File: src/rtl/tlbs_pkg.sv
package tlbs_pkg;
  localparam int MAX_WAYS = 4;
  localparam int WAY_W    = 2;

  typedef enum logic [2:0] {
    ST_IDLE,
    ST_READ,
    ST_WAIT,
    ST_EVAL,
    ST_CMP
  } scrub_state_t;
endpackage

File: src/rtl/tlbs_tag_bank.sv
module tlbs_tag_bank
  import tlbs_pkg::*;
#(
  parameter int PD_W      = 32,
  parameter int OFF_W     = 13,
  parameter int VALID_BIT = 10
) (
  input  logic             clk,
  input  logic             rst,
  input  logic             clr_valid,
  input  logic             cap_en,
  input  logic [WAY_W-1:0] cap_way,
  input  logic [PD_W-1:0]  cap_data,
  input  logic             zap_en,
  input  logic [WAY_W-1:0] zap_way,
  input  logic [WAY_W-1:0] sel_lo,
  input  logic [WAY_W-1:0] sel_hi,
  output logic             any_valid,
  output logic [PD_W-1:0]  tag_lo,
  output logic             pair_match
);
  localparam logic [PD_W-1:0] TAG_MASK = {{(PD_W-OFF_W){1'b1}}, {OFF_W{1'b0}}};

  logic [MAX_WAYS-1:0][PD_W-1:0] tag_all;

  for (genvar g = 0; g < MAX_WAYS; g++) begin : g_way
    logic [PD_W-1:0] tag_q;
    always_ff @(posedge clk) begin
      if (rst)
        tag_q <= '0;
      else if (zap_en && zap_way == WAY_W'(g))
        tag_q <= '0;
      else if (cap_en && cap_way == WAY_W'(g))
        tag_q <= cap_data & TAG_MASK;
    end
    assign tag_all[g] = tag_q;
  end

  always_ff @(posedge clk) begin
    if (rst || clr_valid)
      any_valid <= 1'b0;
    else if (cap_en)
      any_valid <= any_valid | cap_data[VALID_BIT];
  end

  assign tag_lo     = tag_all[sel_lo];
  assign pair_match = (tag_lo != '0) && (tag_lo == tag_all[sel_hi]);

  // an erased way drops out of later comparisons
  p_zap_clears_r6: assert property (@(posedge clk) disable iff (rst)
    zap_en |=> tag_all[$past(zap_way)] == '0);
endmodule

File: src/rtl/tlbs_ctrl.sv
module tlbs_ctrl
  import tlbs_pkg::*;
#(
  parameter int SET_W = 7,
  parameter int IDX_W = SET_W + 2
) (
  input  logic             clk,
  input  logic             rst,
  input  logic             start,
  input  logic [SET_W:0]   num_sets,
  input  logic [2:0]       num_ways,
  input  logic             any_valid,
  input  logic             pair_match,
  output logic             rd_req,
  output logic [IDX_W-1:0] rd_idx,
  output logic             erase_req,
  output logic [IDX_W-1:0] erase_idx,
  output logic             cap_en,
  output logic [WAY_W-1:0] cap_way,
  output logic             clr_valid,
  output logic [WAY_W-1:0] sel_lo,
  output logic [WAY_W-1:0] sel_hi,
  output logic [SET_W-1:0] cur_set,
  output logic             busy,
  output logic             done
);
  localparam int SET_N = 1 << SET_W;

  scrub_state_t     state;
  logic [SET_W-1:0] set_q, sets_last_q, sets_last_in;
  logic [WAY_W-1:0] way_q, lo_q, hi_q, ways_last_q, ways_last_in;
  logic             set_end, cap_en_q, done_q;
  logic [WAY_W-1:0] cap_way_q;
  logic [IDX_W-1:0] base_idx;

  always_comb begin
    if (num_sets == '0)
      sets_last_in = '0;
    else if (num_sets > (SET_W+1)'(SET_N))
      sets_last_in = '1;
    else
      sets_last_in = SET_W'(num_sets - 1'b1);
    case (num_ways)
      3'd0, 3'd1: ways_last_in = 2'd0;
      3'd2:       ways_last_in = 2'd1;
      3'd3:       ways_last_in = 2'd2;
      default:    ways_last_in = 2'd3;
    endcase
  end

  always_comb begin
    set_end = 1'b0;
    if (state == ST_EVAL)
      set_end = !(any_valid && ways_last_q != '0);
    else if (state == ST_CMP)
      set_end = (hi_q == ways_last_q) && (lo_q == ways_last_q - 1'b1);
  end

  always_ff @(posedge clk) begin
    if (rst) begin
      state       <= ST_IDLE;
      set_q       <= '0;
      way_q       <= '0;
      lo_q        <= '0;
      hi_q        <= '0;
      sets_last_q <= '0;
      ways_last_q <= '0;
      cap_en_q    <= 1'b0;
      cap_way_q   <= '0;
      done_q      <= 1'b0;
    end else begin
      done_q    <= 1'b0;
      cap_en_q  <= (state == ST_READ);
      cap_way_q <= way_q;
      case (state)
        ST_IDLE: if (start) begin
          sets_last_q <= sets_last_in;
          ways_last_q <= ways_last_in;
          set_q       <= '0;
          way_q       <= '0;
          state       <= ST_READ;
        end
        ST_READ: begin
          if (way_q == ways_last_q) state <= ST_WAIT;
          else                      way_q <= way_q + 1'b1;
        end
        ST_WAIT: state <= ST_EVAL;
        ST_EVAL: if (!set_end) begin
          lo_q  <= '0;
          hi_q  <= 2'd1;
          state <= ST_CMP;
        end
        ST_CMP: begin
          if (hi_q == ways_last_q) begin
            lo_q <= lo_q + 1'b1;
            hi_q <= lo_q + 2'd2;
          end else begin
            hi_q <= hi_q + 1'b1;
          end
        end
        default: state <= ST_IDLE;
      endcase
      if (set_end) begin
        if (set_q == sets_last_q) begin
          state  <= ST_IDLE;
          done_q <= 1'b1;
        end else begin
          set_q <= set_q + 1'b1;
          way_q <= '0;
          state <= ST_READ;
        end
      end
    end
  end

  assign base_idx  = IDX_W'(set_q) * (IDX_W'(ways_last_q) + IDX_W'(1));
  assign rd_req    = (state == ST_READ);
  assign rd_idx    = base_idx + IDX_W'(way_q);
  assign erase_req = (state == ST_CMP) && pair_match;
  assign erase_idx = base_idx + IDX_W'(lo_q);
  assign cap_en    = cap_en_q;
  assign cap_way   = cap_way_q;
  assign clr_valid = (state == ST_READ) && (way_q == '0);
  assign sel_lo    = lo_q;
  assign sel_hi    = hi_q;
  assign cur_set   = set_q;
  assign busy      = (state != ST_IDLE);
  assign done      = done_q;

  // reads within a set step by one index per cycle
  p_read_step_r1: assert property (@(posedge clk) disable iff (rst)
    (rd_req && $past(rd_req)) |-> rd_idx == $past(rd_idx) + 1'b1);
  // no erase in a set without a valid way
  p_erase_needs_valid_r3: assert property (@(posedge clk) disable iff (rst)
    erase_req |-> any_valid);
  // a pass only begins after a start request
  p_busy_from_start_r9: assert property (@(posedge clk) disable iff (rst)
    $rose(busy) |-> $past(start));
  // a start while busy leaves the captured counts alone
  p_start_ignored_r9: assert property (@(posedge clk) disable iff (rst)
    (busy && start) |=> $stable(sets_last_q) && $stable(ways_last_q));
endmodule

File: src/rtl/tlb_dup_scrubber.sv
module tlb_dup_scrubber
  import tlbs_pkg::*;
#(
  parameter int SET_W     = 7,
  parameter int PD_W      = 32,
  parameter int OFF_W     = 13,
  parameter int VALID_BIT = 10
) (
  input  logic               clk,
  input  logic               rst,
  input  logic               start,
  input  logic [SET_W:0]     num_sets,
  input  logic [2:0]         num_ways,
  input  logic               quiet,
  output logic               rd_req,
  output logic [SET_W+1:0]   rd_idx,
  input  logic [PD_W-1:0]    rd_pd0,
  output logic               erase_req,
  output logic [SET_W+1:0]   erase_idx,
  output logic               dup_valid,
  output logic [PD_W-1:0]    dup_tag,
  output logic [SET_W-1:0]   dup_set,
  output logic [1:0]         dup_way_lo,
  output logic [1:0]         dup_way_hi,
  output logic               busy,
  output logic               done
);
  localparam int IDX_W = SET_W + 2;

  logic             any_valid, pair_match, cap_en, clr_valid;
  logic [WAY_W-1:0] cap_way, sel_lo, sel_hi;
  logic [PD_W-1:0]  tag_lo;
  logic [SET_W-1:0] cur_set;

  tlbs_ctrl #(.SET_W(SET_W), .IDX_W(IDX_W)) u_ctrl (
    .clk        (clk),
    .rst        (rst),
    .start      (start),
    .num_sets   (num_sets),
    .num_ways   (num_ways),
    .any_valid  (any_valid),
    .pair_match (pair_match),
    .rd_req     (rd_req),
    .rd_idx     (rd_idx),
    .erase_req  (erase_req),
    .erase_idx  (erase_idx),
    .cap_en     (cap_en),
    .cap_way    (cap_way),
    .clr_valid  (clr_valid),
    .sel_lo     (sel_lo),
    .sel_hi     (sel_hi),
    .cur_set    (cur_set),
    .busy       (busy),
    .done       (done)
  );

  tlbs_tag_bank #(.PD_W(PD_W), .OFF_W(OFF_W), .VALID_BIT(VALID_BIT)) u_bank (
    .clk        (clk),
    .rst        (rst),
    .clr_valid  (clr_valid),
    .cap_en     (cap_en),
    .cap_way    (cap_way),
    .cap_data   (rd_pd0),
    .zap_en     (erase_req),
    .zap_way    (sel_lo),
    .sel_lo     (sel_lo),
    .sel_hi     (sel_hi),
    .any_valid  (any_valid),
    .tag_lo     (tag_lo),
    .pair_match (pair_match)
  );

  assign dup_valid  = erase_req && !quiet;
  assign dup_tag    = tag_lo;
  assign dup_set    = cur_set;
  assign dup_way_lo = sel_lo;
  assign dup_way_hi = sel_hi;

  // the erased way is always the lower one of the pair
  p_lo_below_hi_r5: assert property (@(posedge clk) disable iff (rst)
    dup_valid |-> dup_way_lo < dup_way_hi);
  // done is a single-cycle pulse
  p_done_pulse_r10: assert property (@(posedge clk) disable iff (rst)
    done |=> !done);
  // the scrubber is idle when it signals completion
  p_done_idle_r10: assert property (@(posedge clk) disable iff (rst)
    done |-> !busy);
endmodule

File: config.mk
export PLATFORM = sky130hd
export DESIGN_NAME = tlb_dup_scrubber
export DESIGN_NICKNAME = d
export VERILOG_FILES = /design/src/rtl/tlbs_pkg.sv /design/src/rtl/tlbs_tag_bank.sv /design/src/rtl/tlbs_ctrl.sv /design/src/rtl/tlb_dup_scrubber.sv
export SDC_FILE = /design/constraint.sdc
export NUM_CORES = 1
export LEC_CHECK = 0
export BUFFER_PORTS_ARGS = -buffer_cell sky130_fd_sc_hd__buf_2
export CORE_ASPECT_RATIO = 0.75
export CORE_MARGIN = 2
export CORE_UTILIZATION = 45
export DETAILED_ROUTE_END_ITERATION = 8
export PLACE_DENSITY_LB_ADDON = 0.08
export SETUP_SLACK_MARGIN = 0.2
export SYNTH_ARGS = -nofsm -noshare
export SYNTH_HDL_FRONTEND = slang
export SYNTH_SLANG_ARGS = --single-unit
File: constraint.sdc
create_clock -name clk -period 4.7 [get_ports clk]
set_input_delay 0.235 -clock clk [delete_from_list [all_inputs] [get_ports clk]]
set_output_delay 0.235 -clock clk [all_outputs]
set_load 0.1 [all_outputs]
== Yosys cells after proc, flatten, opt, wreduce, memory -nomap -nowiden ==
Cells that the tools add are included.

* Output and inout bits: 66
* Word-level logic and storage cells: 121
* Input port bits: 47
* Register bits: 106

* Eq/ne operators: 23
* $lt $le $gt $ge: 3
* $mul: 1
* Add/sub/neg operators: 10
* Bitwise operators: 2
* Reductions and logical operators: 37
* Muxes and demuxes: 30

{| class="wikitable"
|+ Operator list
! cell !! count
|-
| 32-bit binary-select mux with 2-bit select || 2
|-
| 32-bit two-way mux || 2
|-
| 7-bit two-way mux || 6
|-
| 32-bit equality test || 1
|-
| 32-bit nonzero test || 1
|-
| 9-bit by 2-bit adder with 9-bit output || 2
|-
| 2-bit two-way mux || 8
|-
| 3-bit one-hot mux with 5 select lines || 1
|-
| 1-bit logical AND || 14
|-
| 3-bit by 2-bit equality test with 1-bit output, second input constant || 4
|-
| 2-bit one-hot mux with 2 select lines || 3
|-
| 2-bit OR reduction || 6
|-
| 7-bit by 9-bit multiplier with 9-bit output || 1
|-
| 3-bit two-way mux || 3
|-
| 2-bit equality test, second input constant || 4
|-
| 8-bit > comparator, second input constant || 1
|-
| 8-bit zero test || 1
|-
| 7-bit by 1-bit adder with 7-bit output, second input constant || 1
|-
| 7-bit equality test || 1
|-
| 7-bit by 1-bit subtractor with 7-bit output, second input constant || 1
|-
| 2-bit by 1-bit adder with 2-bit output, second input constant || 3
|-
| 2-bit equality test || 3
|-
| 3-bit by 1-bit equality test with 1-bit output, second input constant || 2
|-
| 2-bit zero test || 3
|-
| 21 further kinds || 32
|}

== Depth between registers and ports, before layout ==
Gate-level depths: netlist (run 1).

* Depth in word-level cells: 7
* Depth in mapped cells: 13
* Gate-level depth less buffers: 12

== By module ==
From an unflattened synthesis (run 1), not the netlist that was laid out.

* Cell total of the unflattened synthesis: 766
* Area total of the unflattened synthesis: 6660.1 µm²

{| class="wikitable"
|+ By module, submodules not included
! module !! area each (µm²) !! sequential area each (µm²) !! cells each !! instances
|-
| tlbs_tag_bank || 3996.3 || 1541.5 || 436 || 1
|-
| tlbs_ctrl || 2650.0 || 580.6 || 329 || 1
|-
| tlb_dup_scrubber || 13.8 || 0.0 || 1 || 1
|}

== Least setup slack after synthesis (run 1) ==
Ideal clock, no wire load.

* Path kind: flip-flop to output port
* Start: register u_ctrl.lo_q[0] (netlist: u_ctrl.sel_lo[0])
* End: output dup_valid
* Buffers on the path: 0
* Data required time: 4.465 ns
* Arrival time: 5.198 ns
* Stages on the path, launching flop included: 6
* Slack: -0.733 ns
* Cell sequence: dfxtp_1 mux4_1 xor2_1 nor4_4 nand3_1 nor3_1

* Cells in the longest elaborated chain, start to end: 6
* Elaborated cells between the ends (all ways): 7
* Those cells by class: 1 x eq/ne; 2 x mux; 4 x reduce/logical

{| class="wikitable"
|+ Ends and longest elaborated chain
! element !! RTL line !! RTL
|-
| start, declared || tlbs_ctrl.sv:31 || <nowiki>logic [WAY_W-1:0] way_q, lo_q, hi_q, ways_last_q, ways_last_in;</nowiki>
|-
| start signal, assigned || tlbs_ctrl.sv:95 || <nowiki>lo_q <= lo_q + 1'b1;</nowiki>
|-
| 32-bit binary-select mux with 2-bit select (*) || tlbs_tag_bank.sv:46 || <nowiki>assign tag_lo = tag_all[sel_lo];</nowiki>
|-
| 32-bit two-way mux (not written as such) (*) || tlbs_tag_bank.sv:46 ||
|-
| via dup_tag[27] || tlb_dup_scrubber.sv:21 || <nowiki>output logic [PD_W-1:0] dup_tag,</nowiki>
|-
| 32-bit equality test or 32-bit nonzero test (tied branches) || tlbs_tag_bank.sv:47 || <nowiki>assign pair_match = (tag_lo != '0) && (tag_lo == tag_all[sel_hi]);</nowiki>
|-
| 1-bit logical AND (*) || tlbs_tag_bank.sv:47 ||
|-
| 1-bit logical AND (*) || tlbs_ctrl.sv:119 || <nowiki>assign erase_req = (state == ST_CMP) && pair_match;</nowiki>
|-
| 1-bit logical AND (*) || tlb_dup_scrubber.sv:73 || <nowiki>assign dup_valid = erase_req && !quiet;</nowiki>
|-
| end, declared || tlb_dup_scrubber.sv:20 || <nowiki>output logic dup_valid,</nowiki>
|}

Mark *: on every way through the listed nets, which the timed path passes. The rest lies on a longest branch. The select of a mux whose other input is x is not followed.

== Final worst setup path (run 1) ==
* Start: register u_ctrl.ways_last_q[1]
* End: output rd_idx[7]

* Cells in the longest elaborated chain, start to end: 3

{| class="wikitable"
|+ Ends and longest elaborated chain
! element !! RTL line !! RTL
|-
| start, declared || tlbs_ctrl.sv:31 ||
|-
| start signal, assigned || tlbs_ctrl.sv:78 || <nowiki>ways_last_q <= ways_last_in;</nowiki>
|-
| 2-bit by 1-bit adder with 3-bit output || tlbs_ctrl.sv:116 || <nowiki>assign base_idx = IDX_W'(set_q) * (IDX_W'(ways_last_q) + IDX_W'(1));</nowiki>
|-
| 7-bit by 9-bit multiplier with 9-bit output || tlbs_ctrl.sv:116 ||
|-
| 9-bit by 2-bit adder with 9-bit output || tlbs_ctrl.sv:118 || <nowiki>assign rd_idx = base_idx + IDX_W'(way_q);</nowiki>
|-
| end, declared || tlb_dup_scrubber.sv:16 || <nowiki>output logic [SET_W+1:0] rd_idx,</nowiki>
|}

No other way between the ends.

==> results.yml, run 1 <==
finish:
  fill_cells: 1430
  layout_commonest_cell: "dfxtp_1"
  final_cell_mix: "dfxtp_1 (105), buf_2 (83), mux2i_1 (78), nor2_1 (60)"
  final_cell_area_um2: 7890
  antenna_cells_inserted: 0
  drive_gt1_share_pct: 28.5
  syn_to_final_growth_pct: 12.9
  nets: 817
  fin_util_pct: 51.8
clock_network:
  cts_root_buffer: "clkbuf_16"
  ctsHtreeMaxLevel: 3
  clk_latency_ns: 0.36
  clockBufferDepth: 2
  cts_tree: "yes"
  cts_buffers: 9
  clock_sinks: 106
  clk_pin_slew_worst_paths_ns: 0.08
run_status:
  status: "finished, final reports clean"
critical_path:
  path_class: "reg2out"
  cp.required_ns: 4.47
  start_kind: "flop"
  cp.arrival_ns: 4.04
  end_kind: "primary output"
  crit_fanout: 8
flow_run:
  maxCapViolCount: 0
floorplan:
  die_area_um2: 16600
  ioPinCount: 113
  coreArea_um2: 15200
  die_h_um: 112
  rows: 39
  die_w_um: 148
  start_util_pct: 45.9
power_and_ir_drop:
  peakVddDrop_mv: 0.184
  power.density_nw_per_um2: 337
  leakagePower_uw: 0.00368
yosys:
  synth_top_family_by_area: "multiplexers"
  synth_top_flop_cell: "dfxtp_1"
  synthMuxAreaShare_pct: 23.7
  synth_area_leaders: "dfxtp_1 (30%), mux2i_1 (11%), mux4_2 (10%)"
  ys_seq_elements: 106
  synth_cells: 668
  synth_edf_count: 0
  synth_cell_types: 54
  yosysTopAreaCell: "dfxtp_1"
  syn_area_um2: 6990
  synth_top_area_share_pct: 30.3
  yosys_warnings: 0
  avgSynthCellArea_um2: 10.5
  synth_adder_area_share_pct: 6.23
  ys_seq_area_share_pct: 30.3
  yosys.area_share.simple_pct: 18.6
  synth_compound_area_share_pct: 7.98
  synth_xor_area_share_pct: 6.89
  synthArstFlopShare_pct: 0
detailed_routing:
  vias: 5172
  drt-total-wl_um: 17000
  viasPerCell: 5.44
  first_pass_iters: 5
  drc: 0
  drt_iter0_markers: 314
  detail-route-antenna-nets: 0
  post_drt_wl_per_cell_um: 17.9
place:
  placed_area_um2: 7560
  dp_hpwl_um: 12100
  place_congestion: 0.808
  io_buffer_count: 87
sta:
  min_period_over_period_pct: 91.0
  hold_viol: 0
  slew_headroom_pct: 24.0
  skew_ns: 0.0103
  setup_viol_count_final: 0
  min_period_ns: 4.27
  rsz0062_at_grt: "false"
  final-max-slew-violation-count: 0
  worst_slew_pin_slew_ns: 1.14
  max_clock_freq_ghz: 0.234
grt:
  grt_pass1_wl_um: 27300
  grt_start_max_net_pins: 27
  antenna_found_initial: 0
  grt-ovfl-total: 0
  grt_pass1_vias: 5053
  grt_usage_pct: 21.1
hold_path:
  hold_class: "in2reg"
flip-flops by register name (all words and copies together) (netlist names):
register and count:
u_ctrl.state 3, u_bank.g_way.tag_q 76, u_ctrl.way_q 2, u_ctrl.cur_set 7, u_ctrl.ways_last_q 2, u_bank.any_valid 1
u_ctrl.cap_way 2, u_ctrl.cap_en 1, u_ctrl.sel_hi 2, u_ctrl.done 1, u_ctrl.sets_last_q 7, u_ctrl.sel_lo 2
what timing repair did:
action	CTS	global route
setup buffers	0	0
hold buffers	0	0
resized for setup	1	6
endpoints found under the setup margin	1	4
pin swaps	0	0
path summary, 6_finish.rpt:
check / start / end / slack [ns] / depth (start not counted)
min reg2reg: u_ctrl.sets_last_q[6] / u_ctrl.sets_last_q[6] / 0.47 / 2
max: u_ctrl.ways_last_q[1] / rd_idx[7] / 0.43 / 13
max reg2reg: u_ctrl.sel_lo[0] / u_bank.g_way[1].tag_q[17] / 0.92 / 6
min: rd_pd0[19] / u_bank.g_way[1].tag_q[19] / 0.16 / 3
power breakdown:
part           leakage (µW)  internal (µW)  switching [µW]  total, µW
sequential         0.000858            946            50.9        997
clock              0.000152            418             354        772
combinational       0.00266            247             642        889
total               0.00368           1610            1050       2660
per-stage QoR:
step / TNS [ns] / cells / setup WS [ns] / hold WS (ns) / power (µW)
2_1_floorplan: -0.563 / 680 / -0.242 / 0.313 / 1750
3_3_place_gp: 0 / 934 / 0.616 / 0.458 / 1890
3_5_place_dp: 0 / 934 / 0.563 / 0.464 / 1900
4_1_cts: 0 / 950 / 0.251 / 0.149 / 2680
5_1_grt: 0 / 950 / 0.186 / 0.173 / 2780
6_report: 0 / 950 / 0.425 / 0.157 / 2660
synthesized netlist by cell type (all sizes together), types with 2 or more instances:
master / number
dfxtp: 106
o21ai: 27
inv: 26
mux2i: 78
nor3b: 2
nand3: 8
nand4b: 2
mux4: 38
nor3: 16
nor2: 102
nand3b: 5
a21o: 3
xor2: 37
ha: 22
nor2b: 6
buf: 27
nor4: 11
and2: 10
and3: 3
a21oi: 34
nand2b: 2
nand4: 8
a211oi: 8
xnor2: 18
a31oi: 2
clkbuf: 21
a32oi: 2
fa: 8
nand2: 21
o211ai: 3
worst max-delay path, cell delays in order, from the launching register on:
cell     delay [ns]
dfxtp_1        0.41
inv_1          0.12
ha_1           0.40
and2_1         0.22
fa_1           0.45
ha_1           0.24
fa_1           0.41
a21o_1         0.18
a21oi_1        0.26
xnor2_2        0.22
nand3_2        0.16
nor2_1         0.23
xnor2_2        0.14
buf_6          0.24
cells by family (layout without fill, tap and decap cells):
logic type                 count (synthesis)  in the layout
muxes                                    116            116
xor gates and xnor gates                  55             55
AOI/OAI and AO/OA                         86             86
adders and majority gates                 30             30
buffers and inverters                     74            139
and+or+nand+nor                          200            200
other                                      1             13
DFF                                      106            106
layout make-up:
type                       count  area [µm²]  area share [%]
sequential                   106        2120            26.9
tap                          205         256            3.25
multi-input combinational    500        4560            57.8
timing repair buffer          97         549            6.96
clock inverter                 7        78.8           0.999
clock buffer                   9         225            2.85
inverter                      26        97.6            1.24
metal layers:
layer	vias to the layer above	wire, µm	track usage (%)
met5	-	0	0
met4	0	167	4.25
met3	16	1080	5.04
met2	161	7650	32.6
met1	2502	8090	30.4
li1	2493	-	-
No activity file was read; power rests on OpenSTA's default activity.
==> run 2, diff against run 1 <==
--- a/config.mk
+++ b/config.mk
@@ -10,8 +10,9 @@
 export CORE_MARGIN = 2
 export CORE_UTILIZATION = 45
 export DETAILED_ROUTE_END_ITERATION = 8
-export PLACE_DENSITY_LB_ADDON = 0.08
+export PLACE_DENSITY = 0.68
 export SETUP_SLACK_MARGIN = 0.2
+export SLEW_MARGIN = 20
 export SYNTH_ARGS = -nofsm -noshare
 export SYNTH_HDL_FRONTEND = slang
 export SYNTH_SLANG_ARGS = --single-unit
==> results.yml, run 2 (synthesized netlist as in run 1, its figures left out) <==
finish:
  final_cell_mix: "dfxtp_1 (106), buf_2 (84), mux2i_1 (78), nor2_1 (60)"
  top_register: "u_bank.g_way.tag_q"
  drive_gt1_share_pct: 28.4
  ff_latch_area_um2: 2120
  multi_input_area_um2: 4560
  layout_commonest_cell: "dfxtp_1"
  largest_register_ffs: 76
  fill_cells: 1386
  nets: 818
  syn_to_final_growth_pct: 13.5
sta:
  worst_slew_pin_slew_ns: 1.10
  skew_ns: 0.00759
  final-max-slew-violation-count: 0
  min_period_over_period_pct: 91.9
  slew_headroom_pct: 26.3
  min_period_ns: 4.32
  whs_ns: 0.164
  fin_setup_tns_ns: 0
  setup_viol_count_final: 0
  finalWorstSetupSlack_ns: 0.381
  rsz0062_at_grt: "true"
  max_clock_freq_ghz: 0.232
  hold_viol: 0
clock_network:
  ctsResizeCount: 1
  clockBufferDepth: 2
  cts_buffers: 9
  cts_root_buffer: "clkbuf_16"
  post_cts.repair.setup_buffers: 0
  ctsHoldBuffers: 0
  ctsHtreeMaxLevel: 3
  clock_sinks: 106
  clk_pin_slew_worst_paths_ns: 0.07
  cts_tree: "yes"
  clk_latency_ns: 0.36
place:
  dp_hpwl_um: 12500
  io_buffer_count: 87
  dpl_worst_slack_ns: 0.500
  place_congestion: 0.857
critical_path:
  cp_slowest_stage_delay_ns: 0.46
  start_kind: "flop"
  cp.arrival_ns: 4.08
  r2r-end: "u_bank.g_way[1].tag_q[16]"
  cp.required_ns: 4.47
  regToRegStartpoint: "u_ctrl.sel_lo[1]"
  crit_slowest_cell: "fa_1"
  end_kind: "primary output"
  r2r_cells: 7
  path_class: "reg2out"
  r2r_slack_ns: 0.98
  path_cells: "inv_1, ha_1, and2_1, fa_1, ha_1, fa_1, xor2_1, nand3_1, nor2_1, xnor2_2, buf_2"
  crit_fanout: 8
grt:
  grt_pass1_wl_um: 27600
  grt_start_max_net_pins: 23
  antenna_found_initial: 0
  grt-ovfl-total: 0
  grt_usage_pct: 21.3
  grt_pass1_vias: 5290
detailed_routing:
  detail-route-antenna-nets: 0
  vias: 5264
  viasPerCell: 5.53
  drt_iter0_markers: 354
  drc: 0
  post_drt_wl_per_cell_um: 18.1
  drt-total-wl_um: 17200
  first_pass_iters: 6
floorplan:
  start_util_pct: 45.9
  die_area_um2: 16600
  rows: 39
  ioPinCount: 113
  die_w_um: 148
  coreArea_um2: 15200
  die_h_um: 112
hold_path:
  hold_start: "rd_pd0[18]"
  whs_path_depth: 3
  hold_class: "in2reg"
  hold_end: "u_bank.g_way[3].tag_q[18]"
power_and_ir_drop:
  leakagePower_uw: 0.00369
  finalPower_uw: 2720
  peakVddDrop_mv: 0.187
  power.density_nw_per_um2: 342
run_status:
  status: "finished, final reports clean"
flow_run:
  maxCapViolCount: 0
-- run 2: how the worst max path moves through the flow --
stage | start | endpoint | cells past startpoint
after floorplan | u_ctrl.cur_set[2] | rd_idx[6] | 11
after global placement | u_ctrl.ways_last_q[1] | rd_idx[7] | 13
after detailed placement | u_ctrl.ways_last_q[1] | rd_idx[7] | 13
after CTS | u_ctrl.ways_last_q[1] | rd_idx[8] | 13
after global routing | u_ctrl.ways_last_q[1] | erase_idx[7] | 11
final | u_ctrl.ways_last_q[1] | erase_idx[7] | 11
-- run 2: area by class of cell --
type | count | area share (%)
Antenna cell | 1 | 0.0315
Clock buffer | 10 | 3.01
Clock inverter | 6 | 1.12
Inverter | 26 | 1.23
Multi-Input combinational cell | 500 | 57.5
Sequential cell | 106 | 26.7
Tap cell | 205 | 3.23
Timing Repair Buffer | 98 | 7.14
-- run 2: metrics by stage --
step / area (µm²) / instances / util (%)
2_1_floorplan: 7080 / 680 / -
3_3_place_gp: 7580 / 935 / 49.8
3_5_place_dp: 7580 / 935 / 49.8
4_1_cts: 7910 / 951 / 51.9
5_1_grt: 7930 / 951 / 52.1
6_report: 7940 / 952 / 52.1
-- run 2: metal layers --
metal,routed length [µm],share of wire (%),global-route usage [%],vias to the layer above
li1,-,-,-,2519
met1,7840,46,29.6,2550
met2,8180,48,33.9,176
met3,954,5.6,4.26,19
met4,207,1.2,5.90,0
met5,0,0,0,-
-- run 2: worst max-delay path: cells and delay by family (launching register included) --
| family | cells | cell delay [ns] |
|---|---|---|
| adder cells (fa/ha/maj) | 4 | 1.51 |
| AND/OR/NAND/NOR | 3 | 0.64 |
| buffers and inverters | 2 | 0.57 |
| XOR/XNOR | 2 | 0.58 |
| flip-flops | 1 | 0.43 |
-- run 2: power by group --
part | internal, µW | switching, µW
clock | 482 | 346
combinational | 248 | 645
sequential | 946 | 48.4
